## config.mk

```make
export PLATFORM = sky130hd
export DESIGN_NAME = lane_sync_align
export DESIGN_NICKNAME = d
export VERILOG_FILES = /design/src/rtl/lane_align_pkg.sv /design/src/rtl/sh_tracker.sv /design/src/rtl/pilot_hist.sv /design/src/rtl/mb_aligner.sv /design/src/rtl/lane_sync_align.sv
export SDC_FILE = /design/constraint.sdc
export NUM_CORES = 1
export LEC_CHECK = 0
export BUFFER_PORTS_ARGS = -buffer_cell sky130_fd_sc_hd__buf_2
export CAP_MARGIN = 10
export CORE_ASPECT_RATIO = 0.9
export CORE_MARGIN = 8
export CORE_UTILIZATION = 46
export CTS_CLUSTER_SIZE = 24
export DETAILED_ROUTE_END_ITERATION = 10
export PLACE_DENSITY = 0.8
export SLEW_MARGIN = 20
export SYNTH_ARGS = -nofsm -noshare
export SYNTH_HDL_FRONTEND = slang
export SYNTH_SLANG_ARGS = --single-unit
```

## constraint.sdc

```tcl
create_clock -name clk -period 2.4 [get_ports clk]
set_input_delay 0.36 -clock clk [delete_from_list [all_inputs] [get_ports clk]]
set_output_delay 0.36 -clock clk [all_outputs]
set_load 0.02 [all_outputs]
```

## src/rtl/lane_align_pkg.sv

```systemverilog
package lane_align_pkg;

  localparam int HDR_W = 2;

  typedef enum logic [0:0] {
    ST_HUNT  = 1'b0,
    ST_TRACK = 1'b1
  } align_state_t;

  function automatic logic hdr_legal(input logic [HDR_W-1:0] hdr);
    return hdr[1] ^ hdr[0];
  endfunction

  function automatic logic hdr_pilot(input logic [HDR_W-1:0] hdr);
    return hdr[1];
  endfunction

endpackage

```

## src/rtl/sh_tracker.sv

```systemverilog
module sh_tracker #(
  parameter int LOCK_HDRS = 64
) (
  input  logic       clk,
  input  logic       rst_n,
  input  logic       accept,
  input  logic       hdr_ok,
  output logic       sh_lock
);
  localparam int CW = $clog2(LOCK_HDRS + 1);

  logic [CW-1:0] run_cnt;

  always_ff @(posedge clk) begin
    if (!rst_n) begin
      run_cnt <= '0;
      sh_lock <= 1'b0;
    end else if (accept) begin
      if (!hdr_ok) begin
        run_cnt <= '0;
        sh_lock <= 1'b0;
      end else if (!sh_lock) begin
        if (run_cnt == CW'(LOCK_HDRS - 1)) begin
          sh_lock <= 1'b1;
          run_cnt <= '0;
        end else begin
          run_cnt <= run_cnt + 1'b1;
        end
      end
    end
  end

  // lock can only appear right after a legal accepted header
  p_rise_on_legal_r1: assert property (@(posedge clk) disable iff (!rst_n)
    $rose(sh_lock) |-> $past(accept && hdr_ok));

  // an illegal header always removes lock
  p_drop_on_illegal_r3: assert property (@(posedge clk) disable iff (!rst_n)
    (accept && !hdr_ok) |=> !sh_lock);

endmodule

```

## src/rtl/pilot_hist.sv

```systemverilog
module pilot_hist #(
  parameter int DEPTH = 27
) (
  input  logic             clk,
  input  logic             rst_n,
  input  logic             accept,
  input  logic             clear,
  input  logic             pilot,
  output logic [DEPTH-1:0] hist
);
  always_ff @(posedge clk) begin
    if (!rst_n) begin
      hist <= '0;
    end else if (accept) begin
      if (clear) hist <= '0;
      else       hist <= {hist[DEPTH-2:0], pilot};
    end
  end
endmodule

```

## src/rtl/mb_aligner.sv

```systemverilog
module mb_aligner
  import lane_align_pkg::*;
#(
  parameter int MB_LEN     = 32,
  parameter int EMB_MBS    = 4,
  parameter int LOCK_SEQS  = 4,
  parameter int EOEMB_POS  = 4,
  parameter int EOMB_ZEROS = 4,
  parameter int HD         = MB_LEN - 1 - EOEMB_POS
) (
  input  logic          clk,
  input  logic          rst_n,
  input  logic          accept,
  input  logic          hdr_ok,
  input  logic          sh_lock,
  input  logic          pilot,
  input  logic [HD-1:0] hist,
  output logic          emb_lock,
  output logic          align_err,
  output logic          somb,
  output logic          soemb
);
  localparam int IW = $clog2(MB_LEN);
  localparam int EW = (EMB_MBS > 1) ? $clog2(EMB_MBS) : 1;
  localparam int SW = $clog2(LOCK_SEQS + 1);
  localparam int ZERO_FIRST = MB_LEN - 1 - EOMB_ZEROS;

  align_state_t  state;
  logic [IW-1:0] idx;
  logic [EW-1:0] mb;
  logic [SW-1:0] seq_cnt;

  logic last_mb, at_end, checked, expect_bit, mismatch, hunt_hit, active;

  always_comb begin
    last_mb    = (mb == EW'(EMB_MBS - 1));
    at_end     = (idx == IW'(MB_LEN - 1));
    checked    = 1'b0;
    expect_bit = 1'b0;
    if (at_end) begin
      checked    = 1'b1;
      expect_bit = 1'b1;
    end else if (idx >= IW'(ZERO_FIRST)) begin
      checked    = 1'b1;
      expect_bit = 1'b0;
    end else if (idx == IW'(EOEMB_POS)) begin
      checked    = 1'b1;
      expect_bit = last_mb;
    end
    mismatch = checked && (pilot != expect_bit);
    hunt_hit = pilot && (hist[EOMB_ZEROS-1:0] == '0) && hist[HD-1];
    active   = accept && hdr_ok && sh_lock;
  end

  always_ff @(posedge clk) begin
    if (!rst_n) begin
      state     <= ST_HUNT;
      idx       <= '0;
      mb        <= '0;
      seq_cnt   <= '0;
      emb_lock  <= 1'b0;
      align_err <= 1'b0;
    end else begin
      align_err <= 1'b0;
      if (accept && !(hdr_ok && sh_lock)) begin
        state    <= ST_HUNT;
        seq_cnt  <= '0;
        emb_lock <= 1'b0;
      end else if (active) begin
        if (state == ST_HUNT) begin
          if (hunt_hit) begin
            state   <= ST_TRACK;
            idx     <= '0;
            mb      <= '0;
            seq_cnt <= '0;
          end
        end else if (mismatch) begin
          state     <= ST_HUNT;
          seq_cnt   <= '0;
          align_err <= emb_lock;
          emb_lock  <= 1'b0;
        end else begin
          if (at_end) begin
            idx <= '0;
            mb  <= last_mb ? '0 : mb + 1'b1;
            if (last_mb && !emb_lock) begin
              if (seq_cnt == SW'(LOCK_SEQS - 1)) begin
                emb_lock <= 1'b1;
                seq_cnt  <= '0;
              end else begin
                seq_cnt <= seq_cnt + 1'b1;
              end
            end
          end else begin
            idx <= idx + 1'b1;
          end
        end
      end
    end
  end

  assign somb  = emb_lock && (idx == '0);
  assign soemb = somb && (mb == '0);

  p_emb_needs_sh_r3: assert property (@(posedge clk) disable iff (!rst_n)
    emb_lock |-> sh_lock);

  p_err_clears_emb_r7: assert property (@(posedge clk) disable iff (!rst_n)
    align_err |-> !emb_lock);

  p_err_single_r7: assert property (@(posedge clk) disable iff (!rst_n)
    align_err |=> !align_err);

  p_quiet_hold_r9: assert property (@(posedge clk) disable iff (!rst_n)
    !accept |=> $stable(emb_lock) && $stable(somb) && $stable(soemb));

endmodule

```

## src/rtl/lane_sync_align.sv

```systemverilog
module lane_sync_align
  import lane_align_pkg::*;
#(
  parameter int LOCK_HDRS  = 64,
  parameter int MB_LEN     = 32,
  parameter int EMB_MBS    = 4,
  parameter int LOCK_SEQS  = 4,
  parameter int EOEMB_POS  = 4,
  parameter int EOMB_ZEROS = 4,
  parameter int PAY_W      = 64
) (
  input  logic                   clk,
  input  logic                   rst_n,
  input  logic                   in_valid,
  output logic                   in_ready,
  input  logic [PAY_W+HDR_W-1:0] in_block,
  output logic                   out_valid,
  input  logic                   out_ready,
  output logic [PAY_W-1:0]       out_data,
  output logic                   out_somb,
  output logic                   out_soemb,
  output logic                   sh_lock,
  output logic                   emb_lock,
  output logic                   align_err
);
  localparam int HD = MB_LEN - 1 - EOEMB_POS;

  logic [HDR_W-1:0] hdr;
  logic             hdr_ok, pilot, accept, somb_i, soemb_i;
  logic [HD-1:0]    hist;

  assign hdr      = in_block[PAY_W +: HDR_W];
  assign hdr_ok   = hdr_legal(hdr);
  assign pilot    = hdr_pilot(hdr);
  assign in_ready = !emb_lock || out_ready;
  assign accept   = in_valid && in_ready;

  sh_tracker #(.LOCK_HDRS(LOCK_HDRS)) u_sh (
    .clk(clk), .rst_n(rst_n), .accept(accept), .hdr_ok(hdr_ok), .sh_lock(sh_lock)
  );

  pilot_hist #(.DEPTH(HD)) u_hist (
    .clk(clk), .rst_n(rst_n), .accept(accept), .clear(!hdr_ok),
    .pilot(pilot), .hist(hist)
  );

  mb_aligner #(
    .MB_LEN(MB_LEN), .EMB_MBS(EMB_MBS), .LOCK_SEQS(LOCK_SEQS),
    .EOEMB_POS(EOEMB_POS), .EOMB_ZEROS(EOMB_ZEROS), .HD(HD)
  ) u_align (
    .clk(clk), .rst_n(rst_n), .accept(accept), .hdr_ok(hdr_ok),
    .sh_lock(sh_lock), .pilot(pilot), .hist(hist),
    .emb_lock(emb_lock), .align_err(align_err), .somb(somb_i), .soemb(soemb_i)
  );

  assign out_valid = in_valid && emb_lock;
  assign out_data  = in_block[PAY_W-1:0];
  assign out_somb  = out_valid && somb_i;
  assign out_soemb = out_valid && soemb_i;

  p_flags_need_valid_r8: assert property (@(posedge clk) disable iff (!rst_n)
    (out_somb || out_soemb) |-> out_valid);

  p_soemb_in_somb_r8: assert property (@(posedge clk) disable iff (!rst_n)
    out_soemb |-> out_somb);

endmodule

```

==> impl_metrics.toml, run 1 <==
[min_path]
hold_path_depth = 3
holdCritPathClass = "in2reg"

[worst_setup_path]
crit_chain = "ha_2, and3_1, ha_1, buf_4, nand2_1, or3_1, or3_1, a21oi_2"
crit_fanout = 7
slowest_stage = "dfxtp_1"
r2r_cells = 8
cp.required_ns = 2.64
cp.arrival_ns = 2.50
r2r_setup_slack_ns = 0.13
cp_common_cell = "or3_1"
max_stage_delay_ns = 0.43
cp-end-kind = "flip-flop"
start_kind = "flip-flop"
crit_type = "reg2reg"

[global_route]
grt-ovfl-total = 0
antenna_found_initial = 0
grt_pass1_vias = 1907
grt_usage_pct = 11.83
grt_first_pass_wirelength_um = 8970
grt_start_max_net_pins = 41

[clock_tree]
clk_path_buf_depth = 2
cts_tree = "done"
clk-insertion-delay-late_ns = 0.30
cts_sinks = 48
cts_root_buf = "clkbuf_8"
cts_made_buffers = 5
post_cts_resized = 0
clk_pin_slew_worst_paths_ns = 0.09
post_cts.repair.setup_buffers = 0
holdBufCountCts = 0
htree_num_levels = 2

[final_layout]
diodes = 0
syn_to_final_growth_pct = -8.100
n_fill_cell = 605
fin_util_pct = 43.19
num-nets-final = 379
drive_gt1_share_pct = 13.91
fin_area_um2 = 2626

[yosys]
async_flop_share_pct = 0
yosysWarnings = 0
synth-edff-count = 0
synth.avg_cell_area_um2 = 8.027
ys_seq_area_share_pct = 33.63
synth_flop_cell = "dfxtp_1"
ys_seq_elements = 48
synth_cell_types = 52
syn_inst = 356
synth_fp_nets = 434
synthesis.area_um2 = 2858

[routing]
wl_per_cell_um = 14.50
drtIter0Drc = 137
vias_per_cell = 5.735
drc = 0
vias = 2145
met2_length_um = 2354
wl_met3_um = 433
drt-total-wl_um = 5422
maxUsedRoutingLayer = "met4"
dr.pass1.iters = 5
m1WireLength_um = 2551
drtAntennaViolNets = 0

[sta]
hold_violations = 0
setup_viol = 0
skew_ns = 0.008093
fin_crit_sh_pct = 94.38
fmax_ghz = 0.4415
holdWs_ns = 0.3855
slew_headroom_pct = 67.74
rsz0062_at_grt = "false"
setup_tns_ns = 0
tightestPinTransition_ns = 0.4798
report.final.slew_viol_count = 0
period_needed_ns = 2.265

[placement]
gp_congestion = 0.9518
post_dp_cell_area_um2 = 2505
dp_hpwl_um = 3739
io_buffers = 12

[die]
core_area_um2 = 6081
die_w_um = 99.08
start_util_pct = 47.00
die_height_um = 90.78
fp-row-count = 27
die-area_um2 = 8994
pin_count = 141

[run]
maxCapViolCount = 0

[power]
p_leak_nw = 1.019
p_per_area_nw_per_um2 = 562.8
ir_drop_v = 0.0002950

[run_status]
outcome = "complete, no violations"
## cell type report
cell class / instances / area (µm²) / area share (%)
clock buffer: 5 / 68.82 / 2.620
clock inverter: 3 / 47.55 / 1.810
inverter: 15 / 57.56 / 2.192
multi-input combinational: 210 / 1274 / 48.50
sequential: 48 / 960.9 / 36.59
tap: 72 / 90.09 / 3.430
timing repair buffer: 21 / 127.6 / 4.859
## cells in the final DEF, fill, tap and decap left out, drive strengths merged, types with 3 or more instances in the layout
| cell | n |
|---|---|
| dfxtp | 48 |
| a21oi | 41 |
| nor2 | 39 |
| and3 | 23 |
| buf | 21 |
| nand2 | 18 |
| nand3 | 15 |
| inv | 14 |
| ha | 8 |
| nor3 | 6 |
| a31oi | 5 |
| clkbuf | 5 |
| o21ai | 5 |
| nand3b | 4 |
| nor4 | 4 |
| o31ai | 4 |
| nand2b | 3 |
| nand4b | 3 |
| nor2b | 3 |
| a211oi | 3 |
| clkinv | 3 |
## through the flow
step	setup slack [ns]	std cells	power (mW)
2_1_floorplan	0.2218	356	1.037
3_3_place_gp	0.1614	366	0.9022
3_5_place_dp	0.02782	366	0.9027
4_1_cts	0.008059	374	1.499
5_1_grt	0.02727	374	1.535
6_report	0.1348	374	1.478
## logic make-up (layout without fill, tap and decap cells)
kind of cell,count (synthesis),count (layout),share of synthesized area (%)
adder cells (fa/ha/maj),8,8,3.503
AO/OA/AOI/OAI,73,73,16.81
flip-flops,48,48,33.63
AND/OR/NAND/NOR,128,128,23.73
multiplexers,1,1,0.3503
buffers and inverters,98,44,21.98
## worst paths after layout
| kind | startpoint | endpoint |
|---|---|---|
| hold / removal | rst_n | u_sh.run_cnt[6] |
| setup / recovery | u_align.idx[1] | u_align.mb[0] |
| setup reg to reg | u_align.idx[1] | u_align.mb[0] |
| hold reg to reg | u_sh.run_cnt[6] | u_sh.run_cnt[6] |
## flip-flops by register name (all words and copies together), names as in the netlist
name,flops
u_sh.sh_lock,1
u_align.state,1
u_align.seq_cnt,3
u_align.mb,2
u_align.align_err,1
u_align.idx,5
u_align.emb_lock,1
u_hist.hist,27
u_sh.run_cnt,7
## cell usage after synthesis, drive strengths merged, types with 3 or more instances
cell type,instances,share of area [%]
and3,23,5.0
dfxtp,48,34
buf,72,19
nand3,15,3.1
o21ai,5,0.88
nor3,6,1.1
nor2b,3,0.92
nor4,4,0.88
nand2,18,2.4
a31oi,5,1.1
inv,14,1.8
ha,8,3.5
nand3b,4,1.1
a211oi,3,1.1
nor2,39,5.1
nand2b,3,0.66
nand4b,3,0.92
a21oi,41,7.4
o31ai,4,1.1
clkbuf,11,1.4
## report_power, final
group	internal (mW)	leakage (nW)	switching [mW]
registers	0.798	0.387	0.00232
logic	0.0224	0.574	0.0618
clock network	0.314	0.0583	0.279
## worst max-delay path, delay by kind of cell (launching register included)
family,cells,cell delay (ns)
simple gates,4,0.94
fa+ha+maj,2,0.51
flops,1,0.43
buf+inv,1,0.19
compound gates,1,0.14
## routing by layer
layer | GRT usage [%] | vias to the layer above
met3 | 5.162 | 17
met5 | 0 | -
met1 | 14.25 | 982
li1 | - | 1058
met2 | 17.32 | 88
met4 | 6.171 | 0
Note: power is estimated with default switching activity, not from simulation.
==> inputs of run 2 (changes only) <==
==> constraint.sdc (replaced) <==
create_clock -name clk -period 2.41 [get_ports clk]
set_input_delay 0.3615 -clock clk [delete_from_list [all_inputs] [get_ports clk]]
set_output_delay 0.3615 -clock clk [all_outputs]
set_load 0.02 [all_outputs]
==> impl_metrics.toml, run 2 (synthesis results as in run 1) <==
[placement]
post_dp_cell_area_um2 = 2505
io_buffers = 12
gp_congestion = 0.9432
dpl_worst_slack_ns = 0.05984
dp_hpwl_um = 3732

[run_status]
outcome = "complete, no violations"

[worst_setup_path]
crit_type = "reg2reg"
crit_family = "simple AND/OR/NAND/NOR gates"
max_stage_delay_ns = 0.42
crit_buf_inv = 1
cp.arrival_ns = 2.52
cp.required_ns = 2.64
cp-end-kind = "flip-flop"
crit_chain = "ha_1, and3_1, ha_1, buf_4, nand2_1, or3_1, or3_1, a21oi_2"
start_kind = "flip-flop"
slowest_stage = "dfxtp_1"
crit_fanout = 7

[clock_tree]
clk-insertion-delay-late_ns = 0.30
holdBufCountCts = 0
cts_root_buf = "clkbuf_8"
clk_pin_slew_worst_paths_ns = 0.09
cts_sinks = 48
clk_path_buf_depth = 2
post_cts_resized = 0
cts_made_buffers = 5
htree_num_levels = 2
cts_tree = "done"
post_cts.repair.setup_buffers = 0

[sta]
tightestPinTransition_ns = 0.5241
period_needed_ns = 2.294
setup_tns_ns = 0
slew_headroom_pct = 64.76
fin_crit_sh_pct = 95.18
rsz0062_at_grt = "false"
hold_violations = 0
layout_setup_ws_ns = 0.1162
setup_viol = 0
fmax_ghz = 0.4360
skew_ns = 0.007518
holdWs_ns = 0.4024
report.final.slew_viol_count = 0

[global_route]
grt_pass1_vias = 2064
antenna_found_initial = 0
grt_first_pass_wirelength_um = 9308
grt-ovfl-total = 0
grt_usage_pct = 12.04
grt_start_max_net_pins = 41

[run]
maxCapViolCount = 0

[final_layout]
largest_reg_flops = 27
diodes = 0
num-nets-final = 379
reg.largest.list = "u_hist.hist (27), u_sh.run_cnt (7), u_align.idx (5)"
layout_commonest_cell = "dfxtp_1"
registers.top_by_ff_count = "u_hist.hist"
n_fill_cell = 604
layout_common_cells = "dfxtp_1, a21oi_1, nor2_1"
drive_gt1_share_pct = 13.91
syn_to_final_growth_pct = -8.144
fin_area_um2 = 2625

[die]
die_height_um = 90.78
core_area_um2 = 6081
die-area_um2 = 8994
fp-row-count = 27
pin_count = 141
die_w_um = 99.08
start_util_pct = 47.00

[power]
swShare_pct = 22.99
p_leak_nw = 1.019
intPower_mw = 1.130
clkPwrFrac_pct = 39.9
ir_drop_v = 0.0004791
p_per_area_nw_per_um2 = 558.9
p_seq_share_pct = 54.3
p_switching_mw = 0.3373
combPwrFrac_pct = 5.8

[routing]
wl_per_cell_um = 14.48
vias_per_cell = 5.695
vias = 2130
dr.pass1.iters = 4
drtIter0Drc = 130
drt-total-wl_um = 5417
drc = 0
drtAntennaViolNets = 0

[min_path]
holdCritPathClass = "in2reg"
-- run 2: cell count changes in the layout (fill, tap and decap cells not counted) --
cell,before,now
clkinvlp_4,0,1
ha_2,1,0
clkinv_4,2,0
inv_6,0,1
nor2_2,0,1
ha_1,7,8
nor2_1,39,38
-- run 2: final timing paths --
kind                        from               to  slack [ns]  cells past startpoint
hold reg to reg   u_hist.hist[4]   u_hist.hist[4]        0.45                      2
setup / recovery  u_align.idx[1]    u_align.mb[0]        0.12                      8
setup reg to reg  u_align.idx[1]    u_align.mb[0]        0.12                      8
hold / removal             rst_n  u_sh.run_cnt[6]        0.40                      3
-- run 2: routing by layer --
| layer | wire length, µm | up-vias | global-route usage [%] |
|---|---|---|---|
| met5 | 0 | - | 0 |
| met4 | 48 | 0 | 4.282 |
| met3 | 424 | 11 | 4.545 |
| met2 | 2371 | 63 | 18.95 |
| met1 | 2572 | 996 | 14.59 |
| li1 | - | 1060 | - |
-- run 2: layout make-up --
type                    instances  area (µm²)  area share [%]
clock inverters                 3       46.29           1.764
flip-flops and latches         48       960.9           36.61
well taps                      72       90.09           3.432
inverters                      15       57.56           2.193
clock buffers                   5       68.82           2.622
repair buffers                 21       127.6           4.862
multi-input cells             210        1274           48.52
-- run 2: power groups by stage --
stage / sequential [mW] / combinational [mW] / clock, mW
floorplan: 0.815 / 0.217 / 0
global placement: 0.816 / 0.0827 / 0
detailed placement: 0.816 / 0.0840 / 0
CTS: 0.797 / 0.0843 / 0.608
global route: 0.798 / 0.0946 / 0.631
finish: 0.797 / 0.0852 / 0.585
-- run 2: worst min-delay path: cells and delay by family --
kind            cells  cell delay [ns]
simple gates        1             0.09
buf+inv             1             0.17
compound gates      1             0.03
-- run 2: per-stage QoR --
| step | utilization, % | power, mW | instances |
|---|---|---|---|
| after floorplan | - | 1.032 | 356 |
| after global placement | 41.19 | 0.8984 | 366 |
| after detailed placement | 41.19 | 0.8999 | 366 |
| after CTS | 43.09 | 1.489 | 374 |
| after global routing | 43.17 | 1.524 | 374 |
| final | 43.17 | 1.467 | 374 |
